[src/rtl/tagdir_pkg.sv]
package tagdir_pkg;

    typedef enum logic {
        S_IDLE = 1'b0,
        S_RESP = 1'b1
    } dir_state_t;

    localparam int EV_RD_HIT    = 0;
    localparam int EV_RD_MISS   = 1;
    localparam int EV_WR_HIT    = 2;
    localparam int EV_WR_MISS   = 3;
    localparam int EV_WB        = 4;
    localparam int EV_RD_AROUND = 5;
    localparam int EV_WR_AROUND = 6;
    localparam int NUM_EV       = 7;

endpackage

[src/rtl/tagdir_victim.sv]
module tagdir_victim #(
    parameter int WAYS  = 2,
    parameter int TS_W  = 64,
    parameter int WAY_W = 1
) (
    input  logic [WAYS-1:0]            vld,
    input  logic [WAYS-1:0]            pin,
    input  logic [WAYS-1:0][TS_W-1:0]  ts,
    output logic                       found,
    output logic [WAY_W-1:0]           way
);

    logic [TS_W-1:0] best;
    logic            took_free;

    always_comb begin
        found     = 1'b0;
        way       = '0;
        best      = '1;
        took_free = 1'b0;
        for (int w = 0; w < WAYS; w++) begin
            if (!took_free) begin
                if (!vld[w]) begin
                    took_free = 1'b1;
                    found     = 1'b1;
                    way       = WAY_W'(w);
                end else if (!pin[w] && (ts[w] < best)) begin
                    best  = ts[w];
                    found = 1'b1;
                    way   = WAY_W'(w);
                end
            end
        end
    end

endmodule

[src/rtl/tagdir_counter.sv]
module tagdir_counter #(
    parameter int CNT_W = 64
) (
    input  logic             clk,
    input  logic             rst_n,
    input  logic             inc,
    output logic [CNT_W-1:0] cnt
);

    always_ff @(posedge clk) begin
        if (!rst_n) begin
            cnt <= '0;
        end else if (inc && !(&cnt)) begin
            cnt <= cnt + CNT_W'(1);
        end
    end

    // a full counter stays full
    assert_sat_hold_R10: assert property (@(posedge clk) disable iff (!rst_n)
        (&cnt) |=> (&cnt));

    // an event on a non-full counter adds exactly one
    assert_count_step_R9: assert property (@(posedge clk) disable iff (!rst_n)
        (inc && !(&cnt)) |=> (cnt == $past(cnt) + CNT_W'(1)));

endmodule

[src/rtl/tag_directory.sv]
module tag_directory
    import tagdir_pkg::*;
#(
    parameter int BLK_W      = 16,
    parameter int LINES      = 8,
    parameter int WAYS_P     = 2,
    parameter int LINE_BYTES = 16,
    parameter int TS_W       = 64,
    parameter int CNT_W      = 64
) (
    input  logic             clk,
    input  logic             rst_n,
    input  logic             cfg_wr_alloc,
    input  logic [TS_W-1:0]  now_cycle,
    input  logic             req_valid,
    output logic             req_ready,
    input  logic             req_write,
    input  logic [BLK_W-1:0] req_blk,
    input  logic             pin_en,
    input  logic [BLK_W-1:0] pin_blk,
    output logic             rsp_valid,
    output logic             rsp_hit,
    output logic             rsp_miss,
    output logic             rsp_around,
    output logic             rsp_fill,
    output logic [CNT_W-1:0] cnt_rd_hit,
    output logic [CNT_W-1:0] cnt_rd_miss,
    output logic [CNT_W-1:0] cnt_wr_hit,
    output logic [CNT_W-1:0] cnt_wr_miss,
    output logic [CNT_W-1:0] cnt_wb,
    output logic [CNT_W-1:0] cnt_rd_around,
    output logic [CNT_W-1:0] cnt_wr_around
);

    localparam int WAYS  = (WAYS_P == 0) ? LINES : WAYS_P;
    localparam int SETS  = LINES / WAYS;
    localparam int LI_W  = $clog2(LINES);
    localparam int WAY_W = (WAYS > 1) ? $clog2(WAYS) : 1;

    if ((LINES & (LINES - 1)) != 0 || LINES < 2) begin : g_bad_lines
        $error("LINES must be a power of two and at least 2");
    end
    if ((WAYS & (WAYS - 1)) != 0 || WAYS > LINES) begin : g_bad_ways
        $error("way count must be a power of two not above LINES");
    end
    if ((LINE_BYTES & (LINE_BYTES - 1)) != 0 || LINE_BYTES < 4) begin : g_bad_line
        $error("LINE_BYTES must be a power of two of at least 4");
    end

    // line state
    logic [LINES-1:0] l_vld, l_dirty, l_pin;
    logic [BLK_W-1:0] l_tag [LINES];
    logic [TS_W-1:0]  l_ts  [LINES];

    // state machine and registered request
    dir_state_t       st, st_nx;
    logic             q_wr;
    logic [BLK_W-1:0] q_blk;
    logic [TS_W-1:0]  q_ts;

    always_comb begin
        st_nx = st;
        unique case (st)
            S_IDLE: if (req_valid) st_nx = S_RESP;   // accept
            S_RESP: st_nx = S_IDLE;                  // retire
        endcase
    end

    always_ff @(posedge clk) begin
        if (!rst_n) st <= S_IDLE;
        else        st <= st_nx;
    end

    always_ff @(posedge clk) begin
        if (st == S_IDLE && req_valid) begin
            q_wr  <= req_write;
            q_blk <= req_blk;
            q_ts  <= now_cycle;
        end
    end

    // set lookup for the registered request
    logic [LI_W-1:0]             base, hidx, vidx;
    logic [WAYS-1:0]             sv_vld, sv_pin, match;
    logic [WAYS-1:0][TS_W-1:0]   sv_ts;
    logic                        hit, v_found;
    logic [WAY_W-1:0]            hit_way, v_way;

    always_comb begin
        base    = LI_W'((int'(q_blk) & (SETS - 1)) * WAYS);
        hit_way = '0;
        for (int w = 0; w < WAYS; w++) begin
            sv_vld[w] = l_vld[base + LI_W'(w)];
            sv_pin[w] = l_pin[base + LI_W'(w)];
            sv_ts[w]  = l_ts[base + LI_W'(w)];
            match[w]  = l_vld[base + LI_W'(w)] && (l_tag[base + LI_W'(w)] == q_blk);
        end
        for (int w = WAYS - 1; w >= 0; w--) begin
            if (match[w]) hit_way = WAY_W'(w);
        end
        hit  = |match;
        hidx = base + LI_W'(hit_way);
        vidx = base + LI_W'(v_way);
    end

    tagdir_victim #(.WAYS(WAYS), .TS_W(TS_W), .WAY_W(WAY_W)) u_victim (
        .vld   (sv_vld),
        .pin   (sv_pin),
        .ts    (sv_ts),
        .found (v_found),
        .way   (v_way)
    );

    // pin lookup
    logic [LI_W-1:0] pbase, pidx;
    logic            pin_hit;

    always_comb begin
        pbase   = LI_W'((int'(pin_blk) & (SETS - 1)) * WAYS);
        pidx    = pbase;
        pin_hit = 1'b0;
        for (int w = 0; w < WAYS; w++) begin
            if (!pin_hit && l_vld[pbase + LI_W'(w)] && (l_tag[pbase + LI_W'(w)] == pin_blk)) begin
                pin_hit = 1'b1;
                pidx    = pbase + LI_W'(w);
            end
        end
    end

    // outputs per state
    always_comb begin
        req_ready  = 1'b0;
        rsp_valid  = 1'b0;
        rsp_hit    = 1'b0;
        rsp_miss   = 1'b0;
        rsp_around = 1'b0;
        rsp_fill   = 1'b0;
        unique case (st)
            S_IDLE: req_ready = 1'b1;
            S_RESP: begin
                rsp_valid  = 1'b1;
                rsp_hit    = hit;
                rsp_miss   = !hit;
                rsp_around = !hit && !v_found;
                rsp_fill   = !hit && v_found && (!q_wr || cfg_wr_alloc);
            end
        endcase
    end

    // line state update
    always_ff @(posedge clk) begin
        if (!rst_n) begin
            l_vld   <= '0;
            l_dirty <= '0;
            l_pin   <= '0;
        end else if (st == S_RESP) begin
            if (hit) begin
                if (q_wr) l_dirty[hidx] <= 1'b1;
            end else if (v_found) begin
                l_vld[vidx]   <= 1'b1;
                l_dirty[vidx] <= 1'b0;
                l_pin[vidx]   <= 1'b0;
            end
        end else if (pin_en && pin_hit) begin
            l_pin[pidx] <= 1'b1;
        end
    end

    always_ff @(posedge clk) begin
        if (st == S_RESP) begin
            if (hit) begin
                l_ts[hidx] <= q_ts;
            end else if (v_found) begin
                l_tag[vidx] <= q_blk;
                l_ts[vidx]  <= q_ts;
            end
        end
    end

    // event counters
    logic [NUM_EV-1:0] ev;
    logic [CNT_W-1:0]  cnt_q [NUM_EV];

    always_comb begin
        ev               = '0;
        ev[EV_RD_HIT]    = rsp_valid && hit && !q_wr;
        ev[EV_RD_MISS]   = rsp_valid && !hit && !q_wr;
        ev[EV_WR_HIT]    = rsp_valid && hit && q_wr;
        ev[EV_WR_MISS]   = rsp_valid && !hit && q_wr;
        ev[EV_WB]        = rsp_valid && !hit && v_found && l_vld[vidx] && l_dirty[vidx];
        ev[EV_RD_AROUND] = rsp_valid && !hit && !v_found && !q_wr;
        ev[EV_WR_AROUND] = rsp_valid && !hit && !v_found && q_wr;
    end

    for (genvar g = 0; g < NUM_EV; g++) begin : g_ctr
        tagdir_counter #(.CNT_W(CNT_W)) u_ctr (
            .clk   (clk),
            .rst_n (rst_n),
            .inc   (ev[g]),
            .cnt   (cnt_q[g])
        );
    end

    assign cnt_rd_hit    = cnt_q[EV_RD_HIT];
    assign cnt_rd_miss   = cnt_q[EV_RD_MISS];
    assign cnt_wr_hit    = cnt_q[EV_WR_HIT];
    assign cnt_wr_miss   = cnt_q[EV_WR_MISS];
    assign cnt_wb        = cnt_q[EV_WB];
    assign cnt_rd_around = cnt_q[EV_RD_AROUND];
    assign cnt_wr_around = cnt_q[EV_WR_AROUND];

    // assertions
    assert_resp_next_R1: assert property (@(posedge clk) disable iff (!rst_n)
        (req_valid && req_ready) |=> (rsp_valid && !req_ready));

    assert_resp_single_R1: assert property (@(posedge clk) disable iff (!rst_n)
        rsp_valid |=> !rsp_valid);

    assert_victim_unpinned_R4: assert property (@(posedge clk) disable iff (!rst_n)
        (st == S_RESP && !hit && v_found) |-> !(sv_vld[v_way] && sv_pin[v_way]));

    assert_refill_clean_R5: assert property (@(posedge clk) disable iff (!rst_n)
        (st == S_RESP && !hit && v_found) |=>
            (l_vld[$past(vidx)] && !l_dirty[$past(vidx)] && !l_pin[$past(vidx)]));

    assert_around_no_fill_R6: assert property (@(posedge clk) disable iff (!rst_n)
        rsp_around |-> (rsp_miss && !rsp_fill));

    assert_fill_policy_R8: assert property (@(posedge clk) disable iff (!rst_n)
        (rsp_fill && q_wr) |-> cfg_wr_alloc);

endmodule

[config.mk]
export PLATFORM = sky130hd
export DESIGN_NAME = tag_directory
export DESIGN_NICKNAME = d
export VERILOG_FILES = /design/src/rtl/tagdir_pkg.sv /design/src/rtl/tagdir_victim.sv /design/src/rtl/tagdir_counter.sv /design/src/rtl/tag_directory.sv
export SDC_FILE = /design/constraint.sdc
export NUM_CORES = 2
export LEC_CHECK = 0
export BUFFER_PORTS_ARGS = -buffer_cell sky130_fd_sc_hd__buf_2
export CAP_MARGIN = 25
export CELL_PAD_IN_SITES_DETAIL_PLACEMENT = 0
export CELL_PAD_IN_SITES_GLOBAL_PLACEMENT = 1
export CORE_ASPECT_RATIO = 1.4
export CORE_MARGIN = 2
export CORE_UTILIZATION = 46
export CTS_CLUSTER_DIAMETER = 150
export CTS_CLUSTER_SIZE = 12
export DETAILED_ROUTE_END_ITERATION = 7
export PLACE_DENSITY = 0.85
export REMOVE_ABC_BUFFERS = 1
export SETUP_SLACK_MARGIN = 0.3
export SLEW_MARGIN = 15
export SYNTH_ARGS = -nofsm -noshare
export SYNTH_HDL_FRONTEND = slang
export SYNTH_SLANG_ARGS = --single-unit
[constraint.sdc]
create_clock -name clk -period 9.6 [get_ports clk]
set_input_delay 0.96 -clock clk [delete_from_list [all_inputs] [get_ports clk]]
set_output_delay 0.96 -clock clk [all_outputs]
set_load 0.01 [all_outputs]
==> reports/results.ini <==
[floorplan]
die-area_mm2 = 0.1148
die_w_um = 286.9
fp.coreArea_mm2 = 0.1114
ioPinCount = 556
die_y_um = 400.0
row_count = 145
start_util_pct = 46.26

[clock_tree]
cts_tree = done
cts-root-buf = clkbuf_16
clockBufferDepth = 3
hold_buffers = 0
clkLatencyLatePin_ns = 0.72
clk_pin_slew_ns = 0.07
cts_inserted_buffers = 109
clkSinkCount = 1196
postCtsSetupBuffers = 0
htree_levels = 3
cts-resized-gates = 0

[flow_run]
maxCapViolCount = 0

[critical_path]
cp.required_ns = 8.64
path_buf_inv = 3
crit_type = reg2out
path_max_fanout = 49
crit_family = simple AND/OR/NAND/NOR gates
end_kind = output port
r2r_slack_ns = 1.38
slowest_delay_ns = 0.89
crit_arrival_ns = 7.72
cp_slowest_cell = nor4_1
crit_path_cell_trace = buf_4 > mux4_2 > nand4_1 > or4_1 > nor3_1 > a31o_2 > or2_2 > nor2_1 > ha_1 > nand4_1 > nor4_1 > o211ai_1 > o211ai_1 > nor2_1 > o21a_1 > or3_2 > inv_2 > buf_2
worst_setup_path_start_kind = flip-flop

[timing]
final_hold_viol_count = 0
finalSetupViolations = 0
worst_slew_pin_slew_ns = 1.055
fmax_ghz = 0.1152
drv_slew = 0
fin_crit_ns = 8.684
max-slew-margin-rel_pct = 29.69
period_share_pct = 90.45
rsz0062_at_grt = false
finalClockSkew_ns = 0.02639

[logic_synthesis]
yosysTopAreaCellShare_pct = 42.01
synth_edf_count = 721
ys_seq_area_share_pct = 60.46
syn-cell-area_mm2 = 0.05153
synth.area.top_cells = edfxtp_1 (42%), dfxtp_1 (18%), mux4_2 (7.9%)
ys_seq_elements = 1196
synth-main-ff-cell = edfxtp_1
ys_types = 72
postSynthCellCount = 4115
yosysWarningCount = 0
async_reset_ff_share_pct = 0
synth_area_leader_cell = edfxtp_1
syn_area_per_cell_um2 = 12.52

[cells_and_area]
utilization_pct = 53.09
multiInputGateArea_mm2 = 0.01932
final_net_count = 4818
fin_area_mm2 = 0.05913
syn_to_final_growth_pct = 14.75
drive_gt1_share_pct = 20.35
layout.area.seq_mm2 = 0.03117
fillers = 9443

[place]
dp_hpwl_um = 94950
place_area_mm2 = 0.05583
port_buffers = 555
gp_congestion = 0.8628

[global_routing]
grt.overflow.total = 0
grt_first_pass_wirelength_um = 210200
grt_antenna_before_repair = 9
track_usage_pct = 23.86
grt_start_max_net_pins = 107
grt_pass1_vias = 34240

[routing]
routed_wl_um = 140200
routed_via_density = 5.724
num_vias = 35450
first_pass_iters = 5
wl_per_cell_um = 22.63
drc_errors = 0
drtIter0Drc = 2730
ant_nets = 0

[pwr]
power.leakage_uw = 0.02107
power_density_mw_per_mm2 = 169.6
peakVddDrop_v = 0.0001816

[status]
status = finished clean

[min_path]
hold_class = in2reg

==> cells in the final DEF (no fill, tap or decap), drive strengths merged, types with 9 or more instances in the layout <==
master / synthesis / final
edfxtp: 721 / 721
buf: 47 / 613
dfxtp: 475 / 475
nor2: 415 / 415
nand2: 276 / 276
nand3: 189 / 189
mux4: 188 / 188
xnor2: 184 / 184
clkbuf: 147 / 180
nand4: 172 / 172
a21oi: 131 / 131
xor2: 115 / 115
o21ai: 112 / 112
or3: 95 / 95
and3: 92 / 92
nor3: 89 / 89
nand2b: 85 / 85
mux2i: 83 / 83
inv: 81 / 83
nor4: 75 / 75
ha: 70 / 70
or4: 41 / 41
and4: 36 / 36
and2: 30 / 30
o31ai: 26 / 26
o21a: 17 / 17
o211ai: 16 / 16
or2: 13 / 13
o31a: 9 / 9
==> cells by family (layout without fill, tap and decap cells) <==
logic type	Yosys count	after routing	synth area share, %
other	0	5	0
muxes	275	275	9.967
and+or+nand+nor	1626	1626	16.08
xor gates and xnor gates	299	299	5.082
DFF	1196	1196	60.46
buffers and inverters	275	877	2.222
AOI/OAI and AO/OA	374	374	4.484
adders and majority gates	70	70	1.700
==> layer usage <==
| layer | share of wire [%] | routed length (µm) | global-route usage (%) | up-vias |
|---|---|---|---|---|
| met5 | 0.025 | 35 | 0 | - |
| met2 | 51 | 70860 | 41.43 | 1134 |
| met4 | 4.0 | 5543 | 9.970 | 6 |
| met1 | 39 | 54020 | 28.85 | 17600 |
| li1 | - | - | - | 16460 |
| met3 | 6.9 | 9690 | 4.835 | 250 |
==> final timing paths <==
path              cells past startpoint                    start                                  end
setup / recovery                     18                flip-flop                           rsp_around
hold / removal                        1            now_cycle[50]                   q_ts[50]$_DFFE_PP_
setup reg to reg                     20                flip-flop  g_ctr[4].u_ctr.cnt[50]$_SDFFE_PN0P_
hold reg to reg                       2  l_dirty[0]$_SDFFE_PN0P_              l_dirty[0]$_SDFFE_PN0P_
==> cells in the mapped netlist (all sizes together), types with 26 or more instances <==
| cell | count |
|---|---|
| o31ai | 26 |
| mux4 | 188 |
| and4 | 36 |
| or4 | 41 |
| a21oi | 131 |
| edfxtp | 721 |
| nor2 | 415 |
| and2 | 30 |
| nor4 | 75 |
| nand2 | 276 |
| or3 | 95 |
| inv | 81 |
| nand4 | 172 |
| nand3 | 189 |
| buf | 47 |
| nor3 | 89 |
| xnor2 | 184 |
| and3 | 92 |
| ha | 70 |
| mux2i | 83 |
| clkbuf | 147 |
| dfxtp | 475 |
| nand2b | 85 |
| xor2 | 115 |
| o21ai | 112 |
==> flip-flops by register name (all words and copies together), names as in the netlist, named ones only <==
name,cells
q_blk,16
st,1
l_pin,8
l_vld,8
g_ctr.u_ctr.cnt,448
l_dirty,8
l_ts,512
q_wr,1
l_tag,128
q_ts,64
==> report_power, final <==
| part | switching, µW | leakage, µW | internal (µW) |
|---|---|---|---|
| Sequential | 70.5 | 0.0104 | 5500 |
| Combinational | 258 | 0.00920 | 175 |
| Clock | 1860 | 0.00149 | 2160 |
==> stage by stage <==
step	cells	setup slack [ns]	total power (µW)	hold WS [ns]	TNS, ns
final	6192	0.9163	10030	0.4172	0
after global routing	6189	0.7248	10330	0.3977	0
after CTS	6179	0.6627	10110	0.3718	0
after detailed placement	5997	1.215	6106	0.4462	0
after global placement	5996	1.318	6095	0.4448	0
after floorplan	3921	-1.674	5927	0.4314	-822.83
==> cell type report <==
cell class,instances,area share (%)
sequential,1196,52.71
clock buffer,179,5.201
inverter,81,0.5269
antenna,5,0.02116
tap,1470,3.110
timing repair buffer,614,5.677
clock inverter,3,0.08040
multi-input combinational,2644,32.68
Power figures use the tool's default switching activity.
